==> src/rtl/pwr_seq_pkg.sv <==
package pwr_seq_pkg;
  typedef enum logic [1:0] {
    PM_RUN  = 2'd0,
    PM_HALT = 2'd1,
    PM_IDLE = 2'd2,
    PM_STAB = 2'd3
  } pm_state_e;

  typedef struct packed {
    logic core;
    logic tmr0;
    logic tmrs;
    logic osc;
  } pm_en_t;

  // Which clock domains each state lets run.
  function automatic pm_en_t en_for(pm_state_e s);
    pm_en_t e;
    case (s)
      PM_RUN:  e = '{core: 1'b1, tmr0: 1'b1, tmrs: 1'b1, osc: 1'b1};
      PM_IDLE: e = '{core: 1'b0, tmr0: 1'b1, tmrs: 1'b0, osc: 1'b1};
      PM_STAB: e = '{core: 1'b0, tmr0: 1'b0, tmrs: 1'b0, osc: 1'b1};
      default: e = '{core: 1'b0, tmr0: 1'b0, tmrs: 1'b0, osc: 1'b0};
    endcase
    return e;
  endfunction

  // Last count value of a core machine cycle.
  function automatic int unsigned tick_last(logic slow, int unsigned fast_div,
                                            int unsigned slow_div);
    return slow ? slow_div - 1 : fast_div - 1;
  endfunction
endpackage

==> src/rtl/pm_cfg_regs.sv <==
module pm_cfg_regs (
  input  logic clk,
  input  logic rst_n,
  input  logic wr_ok,
  input  logic hen_wr,
  input  logic hen_val,
  input  logic fx_wr,
  input  logic fx_slow,
  output logic halt_en,
  output logic slow
);
  logic hen_locked;
  logic hen_take;

  assign hen_take = wr_ok && hen_wr && !hen_locked;

  always_ff @(posedge clk or negedge rst_n) begin
    if (!rst_n) begin
      halt_en    <= 1'b0;
      hen_locked <= 1'b0;
      slow       <= 1'b0;
    end else begin
      if (hen_take) begin
        halt_en    <= hen_val;
        hen_locked <= 1'b1;
      end
      if (wr_ok && fx_wr) slow <= fx_slow;
    end
  end

  AST_HEN_FROZEN: assert property (@(posedge clk) disable iff (!rst_n)
    hen_locked |=> $stable(halt_en));
endmodule

==> src/rtl/pm_clk_div.sv <==
module pm_clk_div import pwr_seq_pkg::*; #(
  parameter int unsigned FAST_DIV = 2,
  parameter int unsigned SLOW_DIV = 8
) (
  input  logic clk,
  input  logic rst_n,
  input  logic slow,
  input  logic run,
  output logic tick
);
  localparam int CW = $clog2(SLOW_DIV);

  logic [CW-1:0] cnt;
  logic [CW:0]   last_m;
  logic          wrap;

  assign last_m = (CW+1)'(tick_last(slow, FAST_DIV, SLOW_DIV));
  assign wrap   = ({1'b0, cnt} >= last_m);
  assign tick   = run && wrap;

  always_ff @(posedge clk or negedge rst_n) begin
    if (!rst_n) cnt <= '0;
    else if (wrap) cnt <= '0;
    else cnt <= cnt + 1'b1;
  end

  AST_TICK_GAP: assert property (@(posedge clk) disable iff (!rst_n)
    tick |=> !tick);
endmodule

==> src/rtl/pm_fsm.sv <==
module pm_fsm import pwr_seq_pkg::*; #(
  parameter int unsigned STAB_CYC = 256
) (
  input  logic      clk,
  input  logic      rst_n,
  input  logic      sw_wr,
  input  logic      halt_req,
  input  logic      idle_req,
  input  logic      halt_en,
  input  logic      slow,
  input  logic      nmi,
  input  logic      t0_ovf,
  input  logic      osc_stable,
  output pm_state_e state,
  output logic      periph_rst,
  output logic      wake_pulse
);
  localparam int SW = (STAB_CYC > 1) ? $clog2(STAB_CYC) : 1;

  logic [SW-1:0] stab_cnt;
  logic go_halt, go_idle, wake_idle, wake_halt, stab_done;

  assign go_halt   = (state == PM_RUN) && sw_wr && halt_req && halt_en && !slow;
  assign go_idle   = (state == PM_RUN) && sw_wr && idle_req && !slow && !go_halt;
  assign wake_idle = (state == PM_IDLE) && (nmi || t0_ovf);
  assign wake_halt = (state == PM_HALT) && nmi;
  assign stab_done = osc_stable || (stab_cnt == SW'(STAB_CYC - 1));

  always_ff @(posedge clk or negedge rst_n) begin
    if (!rst_n) begin
      state      <= PM_RUN;
      periph_rst <= 1'b0;
      wake_pulse <= 1'b0;
      stab_cnt   <= '0;
    end else begin
      periph_rst <= go_halt || go_idle;
      wake_pulse <= wake_idle || wake_halt;
      case (state)
        PM_RUN: begin
          if (go_halt) state <= PM_HALT;
          else if (go_idle) state <= PM_IDLE;
        end
        PM_HALT: begin
          if (wake_halt) begin
            state    <= PM_STAB;
            stab_cnt <= '0;
          end
        end
        PM_IDLE: if (wake_idle) state <= PM_RUN;
        default: begin
          if (stab_done) state <= PM_RUN;
          else stab_cnt <= stab_cnt + 1'b1;
        end
      endcase
    end
  end

  AST_PRST_SINGLE: assert property (@(posedge clk) disable iff (!rst_n)
    periph_rst |=> !periph_rst);
  AST_PRST_LEFT_RUN: assert property (@(posedge clk) disable iff (!rst_n)
    periph_rst |-> (state == PM_HALT || state == PM_IDLE));
  AST_WAKE_SINGLE: assert property (@(posedge clk) disable iff (!rst_n)
    wake_pulse |=> !wake_pulse);
  AST_SLOW_HOLDS_RUN: assert property (@(posedge clk) disable iff (!rst_n)
    (state == PM_RUN && slow) |=> state == PM_RUN);
  AST_HALT_NEEDS_EN: assert property (@(posedge clk) disable iff (!rst_n)
    (state == PM_RUN && !halt_en) |=> state != PM_HALT);
  AST_IDLE_WAKE_DIRECT: assert property (@(posedge clk) disable iff (!rst_n)
    (state == PM_IDLE && (nmi || t0_ovf)) |=> (state == PM_RUN && wake_pulse));
  AST_HALT_STAYS: assert property (@(posedge clk) disable iff (!rst_n)
    (state == PM_HALT && !nmi) |=> state == PM_HALT);
  AST_HALT_TO_STAB: assert property (@(posedge clk) disable iff (!rst_n)
    (state == PM_HALT && nmi) |=> state == PM_STAB);
  AST_IDLE_REQ_IGNORED: assert property (@(posedge clk) disable iff (!rst_n)
    (state == PM_IDLE && !nmi && !t0_ovf) |=> state == PM_IDLE);
endmodule

==> src/rtl/pwr_seq_ctrl.sv <==
module pwr_seq_ctrl import pwr_seq_pkg::*; #(
  parameter int unsigned FAST_DIV = 2,
  parameter int unsigned SLOW_DIV = 8,
  parameter int unsigned STAB_CYC = 256
) (
  input  logic clk,
  input  logic rst_n,
  input  logic sw_wr,
  input  logic sw_halt_req,
  input  logic sw_idle_req,
  input  logic fx_wr,
  input  logic fx_slow,
  input  logic hen_wr,
  input  logic hen_val,
  input  logic nmi,
  input  logic t0_ovf,
  input  logic osc_stable,
  output logic core_en,
  output logic timer0_en,
  output logic timers_en,
  output logic osc_en,
  output logic core_tick,
  output logic periph_rst,
  output logic wake_pulse
);
  pm_state_e state;
  pm_en_t    en;
  logic      halt_en, slow, in_run;

  assign in_run = (state == PM_RUN);
  assign en     = en_for(state);

  assign core_en   = en.core;
  assign timer0_en = en.tmr0;
  assign timers_en = en.tmrs;
  assign osc_en    = en.osc;

  pm_cfg_regs u_cfg (
    .clk(clk), .rst_n(rst_n), .wr_ok(in_run),
    .hen_wr(hen_wr), .hen_val(hen_val),
    .fx_wr(fx_wr), .fx_slow(fx_slow),
    .halt_en(halt_en), .slow(slow)
  );

  pm_clk_div #(.FAST_DIV(FAST_DIV), .SLOW_DIV(SLOW_DIV)) u_div (
    .clk(clk), .rst_n(rst_n), .slow(slow), .run(en.core), .tick(core_tick)
  );

  pm_fsm #(.STAB_CYC(STAB_CYC)) u_fsm (
    .clk(clk), .rst_n(rst_n), .sw_wr(sw_wr),
    .halt_req(sw_halt_req), .idle_req(sw_idle_req),
    .halt_en(halt_en), .slow(slow), .nmi(nmi), .t0_ovf(t0_ovf),
    .osc_stable(osc_stable), .state(state),
    .periph_rst(periph_rst), .wake_pulse(wake_pulse)
  );

  AST_HALT_ALL_OFF: assert property (@(posedge clk) disable iff (!rst_n)
    (!osc_en) |-> (!core_en && !timer0_en && !timers_en && !core_tick));
  AST_TICK_ONLY_RUN: assert property (@(posedge clk) disable iff (!rst_n)
    core_tick |-> core_en);
endmodule

==> config.mk <==
export PLATFORM = sky130hd
export DESIGN_NAME = pwr_seq_ctrl
export DESIGN_NICKNAME = d
export VERILOG_FILES = /design/src/rtl/pwr_seq_pkg.sv /design/src/rtl/pm_cfg_regs.sv /design/src/rtl/pm_clk_div.sv /design/src/rtl/pm_fsm.sv /design/src/rtl/pwr_seq_ctrl.sv
export SDC_FILE = /design/constraint.sdc
export NUM_CORES = 1
export LEC_CHECK = 0
export ABC_CLOCK_PERIOD_IN_PS = 1600
export BUFFER_PORTS_ARGS = -buffer_cell sky130_fd_sc_hd__buf_4
export CAP_MARGIN = 0
export CORE_MARGIN = 2
export CORE_UTILIZATION = 52
export DETAILED_ROUTE_END_ITERATION = 6
export PLACE_DENSITY = 0.83
export SYNTH_ARGS = -nofsm -noshare
export SYNTH_HDL_FRONTEND = slang
export SYNTH_SLANG_ARGS = --single-unit
export TNS_END_PERCENT = 5
==> constraint.sdc <==
create_clock -name clk -period 1.6 [get_ports clk]
set_input_delay 0 -clock clk [delete_from_list [all_inputs] [get_ports clk]]
set_output_delay 0 -clock clk [all_outputs]
set_load 0.01 [all_outputs]
==> impl_metrics.ini, run 1 <==
[yosys]
ys_ff_latch = 18
synthCells = 96
synth_area_um2 = 952.2
async_flop_share_pct = 100.0
synth_edf_count = 0
postSynthNetCount = 112
yosysSeqAreaShare_pct = 47.31
synth_flop_cell = dfrtp_1
yosysWarnings = 0
postSynthAreaPerCell_um2 = 9.918
synth_cell_type_count = 31

[drt]
drtPass1Iterations = 4
top_layer_used = met4
wl_per_cell_um = 14.76
drtAntennaViolNets = 0
drc = 0
drtIter0Drc = 14
dr_wl_met3_um = 50
wl_met2_um = 1188
wl_met1_um = 878
finalWirelength_um = 2214
num_vias = 820
via_per_inst = 5.467

[global_route]
antenna_found_initial = 0
grt_pass1_vias = 835
grt_util_all_layers_pct = 23.60
grt_pass1_wl_um = 3525
grt-ovfl-total = 0
grt_max_degree = 19

[flow_run]
max_cap_viol_count = 0

[floorplan]
ios = 19
coreArea_um2 = 1727
die_area_um2 = 2189
rows = 15
dieHeight_um = 46.79
fp.dieW_um = 46.79
initial_utilization_pct = 55.14

[finish]
final_util_pct = 71.23
final_nets = 142
antenna_cells = 0
synthToLayoutAreaGrowth_pct = 29.17
drive_above_1_share_pct = 28.00
fill_cells = 148
design_area_um2 = 1230

[power_and_ir_drop]
ir_drop_uv = 1156
p_per_area_nw_per_um2 = 1448
p_leak_uw = 0.0005865

[setup_path]
critical_path_arrival_ps = 1580
worst_path_max_delay_cell = dfrtp_1
crit_path_start_kind = flip-flop
worst-path-max-fanout = 3
cpPeakStageDelay_ps = 400
critPathTopFamily = flip-flops
cp_cell_sequence = inv_2, ha_1, a21o_1, a21oi_2, nor3_1, buf_4
cp.required_ps = 1600
crit_type = flip-flop to output port
path_buf_inv = 2
crit_path_end_kind = output port

[clocking]
cts_max_level = 1
clk_pin_slew_ps = 100
cts_num_sinks = 18
cts_buffers = 3
cts_tree = done
clockBufferDepth = 2
cts_root_buf = clkbuf_4
clk_latency_ps = 290

[timing]
min_period_ps = 1577
fin_skew_ps = 3.281
fin_crit_sh_pct = 98.55
rsz0062_at_grt = yes
final-setup-viol-count = 0
final_max_slew_viol_count = 0
finalWorstSetupSlack_ps = 23.24
tightest_slew_ps = 309.7
hold_violations = 0
fmax_mhz = 634.2
whs_ps = 22.04
tns_ps = 0
relSlewSlack_pct = 79.35

[place]
postPlaceCellArea_um2 = 1119
place_hpwl_um = 1490
portBuffers = 18
dpl_worst_slack_ps = 135.5
place.gp.congestion = 0.8778

[worst_hold_path]
min_path_type = input port to flip-flop

[outcome]
status = complete, no violations
## registers in the layout, indices dropped and copies added, names as in the netlist
| signal | flops |
|---|---|
| u_cfg.halt_en | 1 |
| u_fsm.wake_pulse | 1 |
| u_div.cnt | 3 |
| u_cfg.hen_locked | 1 |
| u_fsm.periph_rst | 1 |
| u_cfg.slow | 1 |
| u_fsm.state | 2 |
| u_fsm.stab_cnt | 8 |
## report_power, final
group / internal [uW] / total [uW] / switching [uW]
registers: 579 / 701 / 122
clock network: 139 / 278 / 139
logic: 414 / 802 / 388
total: 1130 / 1780 / 649
## stage by stage
| stage | cells | total power [uW] |
|---|---|---|
| 3_5_place_dp | 139 | 1426 |
| 3_3_place_gp | 139 | 1366 |
| 5_1_grt | 150 | 1902 |
| 2_1_floorplan | 96 | 1147 |
| 4_1_cts | 150 | 1774 |
| 6_report | 150 | 1781 |
## path summary, 6_finish.rpt
| path | from | endpoint | slack (ps) | cells after the start |
|---|---|---|---|---|
| max in group asynchronous | rst_n | u_fsm.state[0]$_DFFE_PN0P_ | 1280 | 2 |
| min in group asynchronous | rst_n | u_fsm.state[1]$_DFFE_PN0P_ | 130 | 2 |
| min | sw_halt_req | u_fsm.state[0]$_DFFE_PN0P_ | 20 | 3 |
| max reg2reg | u_fsm.state[1]$_DFFE_PN0P_ | u_fsm.stab_cnt[5]$_DFFE_PN0P_ | 100 | 4 |
| min reg2reg | u_cfg.hen_locked$_DFFE_PN0P_ | u_cfg.hen_locked$_DFFE_PN0P_ | 480 | 1 |
| max | u_cfg.slow$_DFFE_PN0P_ | core_tick | 20 | 6 |
## cells in the final DEF, fill, tap and decap left out, types with 2 or more instances in the layout
cell type      Yosys  routed
a21oi_1            5       4
nor2b_1            2       2
a31o_2             2       2
dlygate4sd3_1      0       6
and2_1             2       2
nor2_1             6       6
o211ai_1           2       2
nand3_1            5       5
nand2b_1           2       2
ha_1               4       4
nand2_1            9       9
buf_4              4      22
o21ai_0            5       5
dfrtp_1           18      18
a31oi_1            7       7
nor3_1             2       2
inv_1              6       5
clkbuf_4           0       3
## worst register-to-register path, delay by kind of cell, from the launching register on
family           cells  cell delay [ps]
flip-flops           1              540
AND/OR/NAND/NOR      2              610
AO/OA/AOI/OAI        2              290
## layout make-up
cell class | count | area, um2 | share of cell area [%]
multi-input combinational | 68 | 452.9 | 36.83
sequential | 18 | 450.4 | 36.62
timing repair buffer | 29 | 236.5 | 19.23
clock buffer | 4 | 36.28 | 2.950
tap | 25 | 31.28 | 2.543
inverter | 6 | 22.52 | 1.831
## per-layer routing
metal	global-route usage, %	vias to the layer above
li1	-	401
met1	25.92	389
met2	41.64	20
met3	4.231	10
met4	15.00	0
met5	0	-
## cell usage after synthesis, types with 2 or more instances
library cell  number  area (um2)
dfrtp_1           18       450.4
nand2_1            9       33.78
a31oi_1            7       43.79
inv_1              6       22.52
nor2_1             6       22.52
a21oi_1            5       25.02
nand3_1            5       25.02
o21ai_0            5       25.02
buf_4              4       30.03
ha_1               4       50.05
a31o_2             2       17.52
and2_1             2       12.51
nand2b_1           2       12.51
nor2b_1            2       12.51
nor3_1             2       10.01
o211ai_1           2       15.01
## logic make-up after synthesis
family / share of synthesized area [%]
xor+xnor: 0.9200
mux: 1.183
compound gates: 19.84
buf+inv: 5.519
fa+ha+maj: 5.256
flops: 47.31
simple gates: 19.97
## timing repair
item / in CTS / in global routing
endpoints found under the setup margin: 1 / 4
buffers inserted: 1 / 0
resized for setup: 2 / 1
hold buffers: 6 / 0
hold endpoints to repair: 22 / 0
pin swaps: 1 / 0
Note: power is estimated with default switching activity, not from simulation.
==> run 2, diff against run 1 <==
--- a/config.mk
+++ b/config.mk
@@ -5,13 +5,13 @@
 export SDC_FILE = /design/constraint.sdc
 export NUM_CORES = 1
 export LEC_CHECK = 0
-export ABC_CLOCK_PERIOD_IN_PS = 1600
+export ABC_CLOCK_PERIOD_IN_PS = 1960
 export BUFFER_PORTS_ARGS = -buffer_cell sky130_fd_sc_hd__buf_4
 export CAP_MARGIN = 0
 export CORE_MARGIN = 2
-export CORE_UTILIZATION = 52
+export CORE_UTILIZATION = 55
 export DETAILED_ROUTE_END_ITERATION = 6
-export PLACE_DENSITY = 0.83
+export PLACE_DENSITY = 0.87
 export SYNTH_ARGS = -nofsm -noshare
 export SYNTH_HDL_FRONTEND = slang
 export SYNTH_SLANG_ARGS = --single-unit
==> constraint.sdc (replaced) <==
create_clock -name clk -period 1.96 [get_ports clk]
set_input_delay 0 -clock clk [delete_from_list [all_inputs] [get_ports clk]]
set_output_delay 0 -clock clk [all_outputs]
set_load 0.01 [all_outputs]
==> run 2 against run 1 <==
  * Utilization fell by 1.0 points
  * First-iteration DRC count fell by 36%
  * Global-route usage fell by 1.9 points
  * Clock skew rose by 4.0 ps
  * Non-clock buffer count fell by 5
  * Final cell count fell by 8.7%
  * Sequential power fell by 18%
  * Clock power fell by 18%
==> impl_metrics.ini, run 2 (same netlist as run 1, synthesis figures left out) <==
[outcome]
status = complete, no violations

[floorplan]
coreArea_um2 = 1670
dieHeight_um = 45.61
initial_utilization_pct = 57.00
die_area_um2 = 2080
rows = 15
ios = 19
fp.dieW_um = 45.61

[finish]
max_flop_register = u_fsm.stab_cnt
synthToLayoutAreaGrowth_pct = 23.13
layout_common_cells = 19 x buf_4, 18 x dfrtp_1, 9 x nand2_1, 7 x a31oi_1
antenna_cells = 0
largest_reg_flops = 8
top_regs = u_fsm.stab_cnt: 8 flops, u_div.cnt: 3 flops, u_fsm.state: 2 flops
final_nets = 137
drive_above_1_share_pct = 24.17
final_util_pct = 70.19
final_common_cell = buf_4

[drt]
num_vias = 784
via_per_inst = 5.723
drtAntennaViolNets = 0
drtIter0Drc = 9
drtPass1Iterations = 6
drc = 0
finalWirelength_um = 1946
wl_per_cell_um = 14.20

[worst_hold_path]
whs_path_depth = 4
min_path_type = input port to flip-flop
min_to = u_fsm.state[1]$_DFFE_PN0P_
min_from = t0_ovf

[setup_path]
r2r_start = u_fsm.state[1]$_DFFE_PN0P_
cp.required_ps = 2140
path_buf_inv = 2
crit_type = flip-flop to flip-flop
r2r_cells = 5
cpPeakStageDelay_ps = 550
crit_path_start_kind = flip-flop
cp_cell_sequence = nor2_1, buf_4, a21oi_1, a31o_2, dlygate4sd3_1
r2r_end = u_cfg.slow$_DFFE_PN0P_
worst_path_max_delay_cell = dlygate4sd3_1
crit_path_end_kind = flip-flop
critical_path_arrival_ps = 1970
critPathTopFamily = buffers and inverters
worst-path-max-fanout = 8
ff2ff_setup_slack_ps = 170

[place]
place_hpwl_um = 1388
portBuffers = 18
place.gp.congestion = 0.8569

[global_route]
grt-ovfl-total = 0
grt_pass1_vias = 772
antenna_found_initial = 0
grt_max_degree = 19
grt_util_all_layers_pct = 21.75
grt_pass1_wl_um = 3132

[flow_run]
max_cap_viol_count = 0

[timing]
tns_ps = 0
min_period_ps = 1788
hold_violations = 0
final_max_slew_viol_count = 0
final-setup-viol-count = 0
relSlewSlack_pct = 76.03
rsz0062_at_grt = no
fmax_mhz = 559.2
fin_crit_sh_pct = 91.24
fin_skew_ps = 7.328
tightest_slew_ps = 354.9

[clocking]
cts_tree = done
cts_max_level = 1
post_cts_buffers = 0
cts_root_buf = clkbuf_4
cts_num_sinks = 18
cts-resized-gates = 0
clk_pin_slew_ps = 100
ctsHoldBuffers = 5
clk_latency_ps = 300
cts_buffers = 3
clockBufferDepth = 2

[power_and_ir_drop]
p_leak_uw = 0.0005631
p_per_area_nw_per_um2 = 1172
ir_drop_uv = 865.5
==> run 2: stage by stage <==
step / power (uW) / hold slack [ps] / instance area [um2] / setup slack (ps) / cells
finish: 1374 / 25.22 / 1172 / 171.6 / 137
global route: 1476 / 34.96 / 1172 / 70.02 / 137
CTS: 1379 / 5.573 / 1172 / 216.7 / 137
detailed placement: 1124 / -118.9 / 1086 / 383.3 / 128
global placement: 1100 / -122.7 / 1086 / 443.6 / 128
floorplan: 936.5 / -295.6 / 952.2 / 475.8 / 96
==> run 2: final cells by class <==
| class | instances | area (um2) |
|---|---|---|
| Multi-Input combinational cell | 68 | 449.2 |
| Inverter | 6 | 22.52 |
| Tap cell | 17 | 21.27 |
| Sequential cell | 18 | 450.4 |
| Fill cell | 124 | 498.0 |
| Clock buffer | 4 | 36.28 |
| Timing Repair Buffer | 24 | 192.7 |
==> run 2: worst register-to-register path: cells and delay by family, from the launching register on <==
kind,cells,cell delay [ps]
buffers and inverters,2,710
AO/OA/AOI/OAI,2,280
AND/OR/NAND/NOR,1,200
flip-flops,1,480
==> run 2: where the power goes <==
part / total, uW / switching (uW) / internal (uW)
logic: 567 / 273 / 295
clock network: 228 / 115 / 113
registers: 578 / 106 / 473
total: 1370 / 493 / 880
==> run 2: how the worst max path moves through the flow <==
stage,endpoint,cells past startpoint,start,slack [ps]
finish,u_cfg.slow$_DFFE_PN0P_,5,u_fsm.state[1]$_DFFE_PN0P_,170
global route,u_cfg.slow$_DFFE_PN0P_,5,u_fsm.state[1]$_DFFE_PN0P_,70
CTS,u_cfg.slow$_DFFE_PN0P_,5,u_fsm.state[1]$_DFFE_PN0P_,220
detailed placement,u_fsm.stab_cnt[5]$_DFFE_PN0P_,5,u_fsm.stab_cnt[0]$_DFFE_PN0P_,380
global placement,u_fsm.stab_cnt[5]$_DFFE_PN0P_,5,u_fsm.stab_cnt[0]$_DFFE_PN0P_,440
floorplan,u_cfg.halt_en$_DFFE_PN0P_,5,u_fsm.state[1]$_DFFE_PN0P_,480
==> run 2: per-layer routing <==
layer	vias up	wire [um]	share of wire, %	track usage, %
met5	-	0	0	0
met2	29	954	49	34.93
met3	5	88	4.5	6.349
met4	0	37	1.9	12.35
met1	360	866	45	25.69
li1	390	-	-	-
